<file path="config.mk">
export PLATFORM = sky130hd
export DESIGN_NAME = mag_threshold_detector
export DESIGN_NICKNAME = d
export VERILOG_FILES = /design/src/rtl/mtd_pkg.sv /design/src/rtl/mtd_magnitude.sv /design/src/rtl/mtd_upper_cmp.sv /design/src/rtl/mtd_dwell_track.sv /design/src/rtl/mtd_out_select.sv /design/src/rtl/mag_threshold_detector.sv
export SDC_FILE = /design/constraint.sdc
export NUM_CORES = 1
export LEC_CHECK = 0
export ABC_AREA = 1
export BUFFER_PORTS_ARGS = -buffer_cell sky130_fd_sc_hd__buf_2
export CAP_MARGIN = 10
export CORE_MARGIN = 5
export CORE_UTILIZATION = 50
export DETAILED_ROUTE_END_ITERATION = 6
export HOLD_SLACK_MARGIN = 0.05
export PLACE_DENSITY = 0.89
export SYNTH_ARGS = -nofsm -noshare
export SYNTH_HDL_FRONTEND = slang
export SYNTH_SLANG_ARGS = --single-unit
</file>
<file path="constraint.sdc">
create_clock -name clk -period 3.7 [get_ports clk]
set_clock_uncertainty 0.05 [all_clocks]
set_input_delay 0.74 -clock clk [delete_from_list [all_inputs] [get_ports clk]]
set_output_delay 0.74 -clock clk [all_outputs]
set_load 0.02 [all_outputs]
</file>
<file path="src/rtl/mtd_pkg.sv">
// Shared definitions for the magnitude threshold detector.
// Assumes a four-bit flag output and a 3-bit mode field.
package mtd_pkg;
    localparam int OUT_W  = 4;
    localparam int MODE_W = 3;

    localparam logic [MODE_W-1:0] MODE_FLAGS      = 3'd0;
    localparam logic [MODE_W-1:0] MODE_MAG4       = 3'd1;
    localparam logic [MODE_W-1:0] MODE_UP_MAG3    = 3'd2;
    localparam logic [MODE_W-1:0] MODE_UP_LO_MAG2 = 3'd3;

    typedef struct packed {
        logic coarse;
        logic upper;
        logic lower;
        logic gain_up;
    } ind_t;
endpackage

</file>
<file path="src/rtl/mtd_magnitude.sv">
// Turns a two's-complement sample into an unsigned magnitude.
// Assumes MAG_W == SAMPLE_W - 1; the single out-of-range case
// (most negative input) saturates to all ones.
module mtd_magnitude #(
    parameter int SAMPLE_W = 14,
    parameter int MAG_W    = SAMPLE_W - 1
) (
    input  logic [SAMPLE_W-1:0] sample,
    output logic [MAG_W-1:0]    mag
);
    logic [SAMPLE_W-1:0] abs_v;

    // absolute value in full sample width
    always_comb begin
        abs_v = sample[SAMPLE_W-1] ? (~sample + 1'b1) : sample;
    end

    // clamp to the magnitude width
    always_comb begin
        mag = abs_v[SAMPLE_W-1] ? '1 : abs_v[MAG_W-1:0];
    end
endmodule

</file>
<file path="src/rtl/mtd_upper_cmp.sv">
// Combinational upper-side comparisons: fine limit (strictly greater)
// and a coarse power-of-two level picked by a code.
// Assumes 2**CODE_W <= MAG_W so every coarse level fits the magnitude.
module mtd_upper_cmp #(
    parameter int MAG_W  = 13,
    parameter int CODE_W = 3
) (
    input  logic [MAG_W-1:0]  mag,
    input  logic [MAG_W-1:0]  upper_thr,
    input  logic [CODE_W-1:0] coarse_code,
    output logic              fine_hi,
    output logic              coarse_hi
);
    localparam int NUM_CODES = 1 << CODE_W;

    logic [NUM_CODES-1:0] level_hit;

    genvar c;
    generate
        for (c = 0; c < NUM_CODES; c++) begin : g_level
            localparam int SH = MAG_W - 1 - c;
            localparam logic [MAG_W-1:0] LEVEL = MAG_W'(1) << SH;
            assign level_hit[c] = (mag >= LEVEL);
        end
    endgenerate

    // fine limit compare and coarse level selection
    always_comb begin
        fine_hi   = (mag > upper_thr);
        coarse_hi = level_hit[coarse_code];
    end
endmodule

</file>
<file path="src/rtl/mtd_dwell_track.sv">
// Counts consecutive accepted samples below the lower limit and raises
// the lower and gain-request flags once the run reaches the dwell length.
// Assumes flags and count change only on accepted samples.
module mtd_dwell_track #(
    parameter int MAG_W   = 13,
    parameter int DWELL_W = 16
) (
    input  logic               clk,
    input  logic               rst_n,
    input  logic               valid,
    input  logic [MAG_W-1:0]   mag,
    input  logic [MAG_W-1:0]   lower_thr,
    input  logic [DWELL_W-1:0] dwell_len,
    output logic               lower_q,
    output logic               gain_q,
    output logic [DWELL_W-1:0] run_cnt
);
    logic               below;
    logic [DWELL_W-1:0] run_next;
    logic               met;

    // next run length with saturation
    always_comb begin
        below    = (mag < lower_thr);
        run_next = below ? ((run_cnt == '1) ? run_cnt : run_cnt + 1'b1) : '0;
        met      = below && (run_next >= dwell_len);
    end

    // run counter and qualified flags
    always_ff @(posedge clk) begin
        if (!rst_n) begin
            run_cnt <= '0;
            lower_q <= 1'b0;
            gain_q  <= 1'b0;
        end else if (valid) begin
            run_cnt <= run_next;
            lower_q <= met;
            gain_q  <= met;
        end
    end
endmodule

</file>
<file path="src/rtl/mtd_out_select.sv">
// Chooses the content of the flag output by mode and applies the enable.
// Assumes undefined mode codes fall back to the indication set.
module mtd_out_select
    import mtd_pkg::*;
#(
    parameter int MAG_W = 13
) (
    input  ind_t              ind,
    input  logic [MAG_W-1:0]  mag_q,
    input  logic [MODE_W-1:0] mode_sel,
    input  logic              enable,
    output logic [OUT_W-1:0]  flags_out,
    output logic              flags_drive
);
    logic [OUT_W-1:0] chosen;

    // mode multiplexer
    always_comb begin
        case (mode_sel)
            MODE_MAG4:       chosen = mag_q[MAG_W-1 -: OUT_W];
            MODE_UP_MAG3:    chosen = {ind.upper, mag_q[MAG_W-1 -: OUT_W-1]};
            MODE_UP_LO_MAG2: chosen = {ind.upper, ind.lower, mag_q[MAG_W-1 -: OUT_W-2]};
            default:         chosen = ind;
        endcase
    end

    // output qualification
    always_comb begin
        flags_drive = enable;
        flags_out   = enable ? chosen : '0;
    end
endmodule

</file>
<file path="src/rtl/mag_threshold_detector.sv">
// Top of the magnitude threshold detector: magnitude, upper compares,
// dwell-qualified lower side, and output selection. Registered indications
// update one cycle after each accepted sample.
module mag_threshold_detector
    import mtd_pkg::*;
#(
    parameter int SAMPLE_W = 14,
    parameter int DWELL_W  = 16,
    parameter int CODE_W   = 3
) (
    input  logic                clk,
    input  logic                rst_n,
    input  logic                samp_valid,
    input  logic [13:0]         samp_data,
    input  logic [12:0]         upper_thr,
    input  logic [12:0]         lower_thr,
    input  logic [15:0]         dwell_len,
    input  logic [2:0]          coarse_code,
    input  logic [2:0]          mode_sel,
    input  logic                det_enable,
    output logic [3:0]          flags_out,
    output logic                flags_drive
);
    localparam int MAG_W = SAMPLE_W - 1;

    logic [MAG_W-1:0]   mag_w;
    logic [MAG_W-1:0]   mag_q;
    logic               fine_hi;
    logic               coarse_hi;
    logic               upper_q;
    logic               coarse_q;
    logic               lower_q;
    logic               gain_q;
    logic [DWELL_W-1:0] run_cnt;
    ind_t               ind;

    mtd_magnitude #(.SAMPLE_W(SAMPLE_W), .MAG_W(MAG_W)) u_mag (
        .sample (samp_data),
        .mag    (mag_w)
    );

    mtd_upper_cmp #(.MAG_W(MAG_W), .CODE_W(CODE_W)) u_upper (
        .mag         (mag_w),
        .upper_thr   (upper_thr),
        .coarse_code (coarse_code),
        .fine_hi     (fine_hi),
        .coarse_hi   (coarse_hi)
    );

    mtd_dwell_track #(.MAG_W(MAG_W), .DWELL_W(DWELL_W)) u_dwell (
        .clk       (clk),
        .rst_n     (rst_n),
        .valid     (samp_valid),
        .mag       (mag_w),
        .lower_thr (lower_thr),
        .dwell_len (dwell_len),
        .lower_q   (lower_q),
        .gain_q    (gain_q),
        .run_cnt   (run_cnt)
    );

    // register upper-side indications and magnitude per accepted sample
    always_ff @(posedge clk) begin
        if (!rst_n) begin
            upper_q  <= 1'b0;
            coarse_q <= 1'b0;
            mag_q    <= '0;
        end else if (samp_valid) begin
            upper_q  <= fine_hi;
            coarse_q <= coarse_hi;
            mag_q    <= mag_w;
        end
    end

    // bundle the indications for the selector
    always_comb begin
        ind.coarse  = coarse_q;
        ind.upper   = upper_q;
        ind.lower   = lower_q;
        ind.gain_up = gain_q;
    end

    mtd_out_select #(.MAG_W(MAG_W)) u_sel (
        .ind         (ind),
        .mag_q       (mag_q),
        .mode_sel    (mode_sel),
        .enable      (det_enable),
        .flags_out   (flags_out),
        .flags_drive (flags_drive)
    );
endmodule

</file>
==> flow_metrics.py <==
metrics = {
    "place": {
        "io_buffers": 70,
        "place_congestion": 0.904,
        "dp_slack_ns": -0.482,
        "hpwl_um": 7070,
    },
    "layout": {
        "finalNetCount": 765,
        "synthToLayoutAreaGrowth_pct": 48.6,
        "drive_gt1_frac": 0.405,
        "final_util": 0.776,
        "n_fill_cell": 359,
        "regArea_um2": 460,
        "multiInputGateArea_um2": 2670,
        "antennaDiodeCount": 0,
    },
    "setup_path": {
        "cp-start-kind": "input pin",
        "endpoint_kind": "register",
        "cp_data_required_time_ns": 3.86,
        "reg2reg_depth": 17,
        "worst-setup-path-type": "in2reg",
        "r2r_end": "u_dwell.gain_q$_SDFFE_PN0P_",
        "reg2reg_slack_ns": 0.57,
        "r2r_start": "u_dwell.run_cnt[0]$_SDFFE_PN0P_",
        "crit_slowest_cell": "a21oi_4",
        "cp_data_arrival_time_ns": 4.03,
        "crit_start": "samp_data[3]",
        "slowest_delay_ns": 0.25,
        "critPathMostFrequentCell": "nand2_1",
        "cp_max_fo": 5,
    },
    "sta": {
        "whs_ns": 0.481,
        "rsz0062_at_grt": "yes",
        "maxSlewHeadroom": 0.473,
        "timing.fmax_mhz": 258,
        "finalWorstSetupSlack_ns": -0.171,
        "tightest_slew_ns": 0.790,
        "finalCritPeriodShare": 1.05,
        "setup_tns_ns": -0.171,
        "finalHoldViolCount": 0,
        "finalWorstPathRequiredPeriod_ns": 3.87,
        "maxSlewViolCount": 0,
        "setup_viol": 1,
    },
    "routing": {
        "drt_pass1_iterations": 7,
        "via_per_inst": 6.25,
        "route.detailed.drc": 3,
        "drtIter0Drc": 842,
        "wirelength_um": 13400,
        "wl_per_cell_um": 18.3,
        "dr_total_vias": 4561,
        "antenna_left": 0,
    },
    "run": {
        "cap_violations": 0,
    },
    "outcome": {
        "status": "finished with violations",
        "violations": "DRC, setup timing",
    },
    "clock_network": {
        "tritoncts": "yes",
        "clkTransAtPathRegs_ns": 0.09,
        "clk-insertion-delay-late_ns": 0.27,
        "root_buffer": "clkbuf_8",
        "cts_sinks": 23,
        "numCtsBuffers": 3,
        "hold_buffers": 0,
        "clk_path_buf_depth": 2,
        "htreeDepth": 1,
    },
    "pwr": {
        "pwr-share-seq": 0.284,
        "p_int_uw": 590,
        "p_total_uw": 1010,
        "switching_share": 0.414,
        "max-vdd-ir-drop_v": 0.000172,
        "comb_power_share": 0.556,
        "p_clk_frac": 0.160,
        "switching_power_uw": 417,
        "static-leakage-power_uw": 0.00251,
        "power_density_nw_per_um2": 217,
    },
    "logic_synthesis": {
        "synth_cells": 522,
        "synth_top_area_frac": 0.172,
        "yosys-top-cells-count": "nand2_1, inv_1, a21oi_1",
        "synth.largest_area_cell": "ha_1",
        "synthArstFlopShare": 0,
        "synthesis.area_um2": 3130,
        "yosysWarnings": 0,
        "synth_edf_count": 0,
        "avgSynthCellArea_um2": 5.99,
        "ys_seq_area_frac": 0.147,
        "post-synth-top-count-cell": "nand2_1",
        "syn-num-nets": 631,
        "synthFlopType": "dfxtp_1",
        "synth_cell_type_count": 35,
        "ys_ff_latch": 23,
        "synthTopCellsByArea": "ha_1, dfxtp_1, nand2_1",
    },
    "die": {
        "die-area_um2": 7940,
        "initial_core_util": 0.522,
        "rows": 28,
        "die_w_um": 89.1,
        "top_level_ports": 71,
        "die_h_um": 89.1,
        "coreArea_um2": 5990,
    },
    "global_routing": {
        "grt_pass1_wl_um": 15700,
        "grt_max_degree": 44,
        "grt_use_total": 0.238,
        "grt_pass1_vias": 3698,
        "grt_overflow": 0,
        "antenna_found_initial": 0,
    },
    "min_path": {
        "holdPathEnd": "coarse_q$_SDFFE_PN0P_",
        "hp-start": "coarse_q$_SDFFE_PN0P_",
        "holdPathStages": 2,
        "hold_path_class": "reg2reg",
    },
}
## logic make-up (layout without fill, tap and decap cells)
kind of cell,count (synthesis),count (layout),synth area share
DFF,23,23,0.147
AOI/OAI and AO/OA,95,95,0.170
xor gates and xnor gates,6,6,0.0168
adders and majority gates,43,43,0.172
and+or+nand+nor,227,227,0.333
muxes,1,1,0.00360
buffers and inverters,127,260,0.157
## worst max-delay path by stage
| stage | to | slack (ns) | cells after the start |
|---|---|---|---|
| after floorplan | u_dwell.gain_q$_SDFFE_PN0P_ | 0.01 | 27 |
| after global placement | u_dwell.gain_q$_SDFFE_PN0P_ | -0.44 | 28 |
| after detailed placement | u_dwell.gain_q$_SDFFE_PN0P_ | -0.48 | 28 |
| after CTS | u_dwell.gain_q$_SDFFE_PN0P_ | 0.01 | 28 |
| after global routing | u_dwell.gain_q$_SDFFE_PN0P_ | -0.30 | 27 |
| final | u_dwell.gain_q$_SDFFE_PN0P_ | -0.17 | 25 |
## area by class of cell
type                       count  share of cell area
timing repair buffer         141               0.202
tap                           75              0.0202
inverter                     115              0.0939
clock buffer                   4             0.00969
sequential                    23              0.0991
multi-input combinational    372               0.575
## flip-flops by register name, summed over array words and instances (netlist names)
register and count:
u_dwell.run_cnt 16, mag_q 4, upper_q 1, coarse_q 1
u_dwell.gain_q 1
## stage by stage
stage,area [um2],cells
4_1_cts,4110,723
2_1_floorplan,3130,522
3_3_place_gp,3920,708
3_5_place_dp,3920,708
6_report,4650,730
5_1_grt,4650,730
## power groups by stage
stage | Sequential [uW] | Combinational, uW | Clock [uW]
floorplan | 282 | 230 | 0
global placement | 286 | 366 | 0
detailed placement | 287 | 384 | 0
CTS | 281 | 406 | 155
global route | 287 | 603 | 170
finish | 286 | 560 | 161
## routing by layer
layer / share of wire / vias to the layer above / GRT usage
met3: 0.12 / 149 / 0.0286
met5: 0 / - / 0
met1: 0.35 / 2022 / 0.303
met2: 0.45 / 449 / 0.423
li1: - / 1941 / -
met4: 0.072 / 0 / 0.0636
## cells in the final DEF (no fill, tap or decap), types with 5 or more instances in the layout
| cell | synthesis | routed |
|---|---|---|
| dfxtp_1 | 23 | 23 |
| ha_4 | 0 | 16 |
| a21oi_2 | 3 | 14 |
| inv_1 | 112 | 93 |
| ha_1 | 43 | 27 |
| nand2_1 | 121 | 94 |
| buf_2 | 3 | 68 |
| nand2_4 | 0 | 5 |
| a21oi_1 | 44 | 31 |
| o21ai_0 | 35 | 32 |
| nand4_1 | 10 | 10 |
| nor2_2 | 0 | 7 |
| nor2_4 | 2 | 8 |
| nand2_2 | 1 | 23 |
| inv_2 | 3 | 20 |
| nand3_1 | 33 | 26 |
| nand3_2 | 6 | 10 |
| buf_4 | 1 | 66 |
| nor3_1 | 7 | 6 |
| nor2_1 | 38 | 25 |
## timing repair
| item | in CTS | in global routing |
|---|---|---|
| cloned | 0 | 1 |
| gates resized for setup | 14 | 115 |
| endpoints found under the setup margin | 1 | 1 |
| setup buffers | 12 | 6 |
| pin swaps | 5 | 33 |
## critical path: cells and delay by family
kind / cells / cell delay (ns)
adders and majority gates: 2 / 0.33
buffers and inverters: 5 / 0.60
AOI/OAI and AO/OA: 3 / 0.50
and+or+nand+nor: 15 / 1.83
Power figures use the tool's default switching activity.
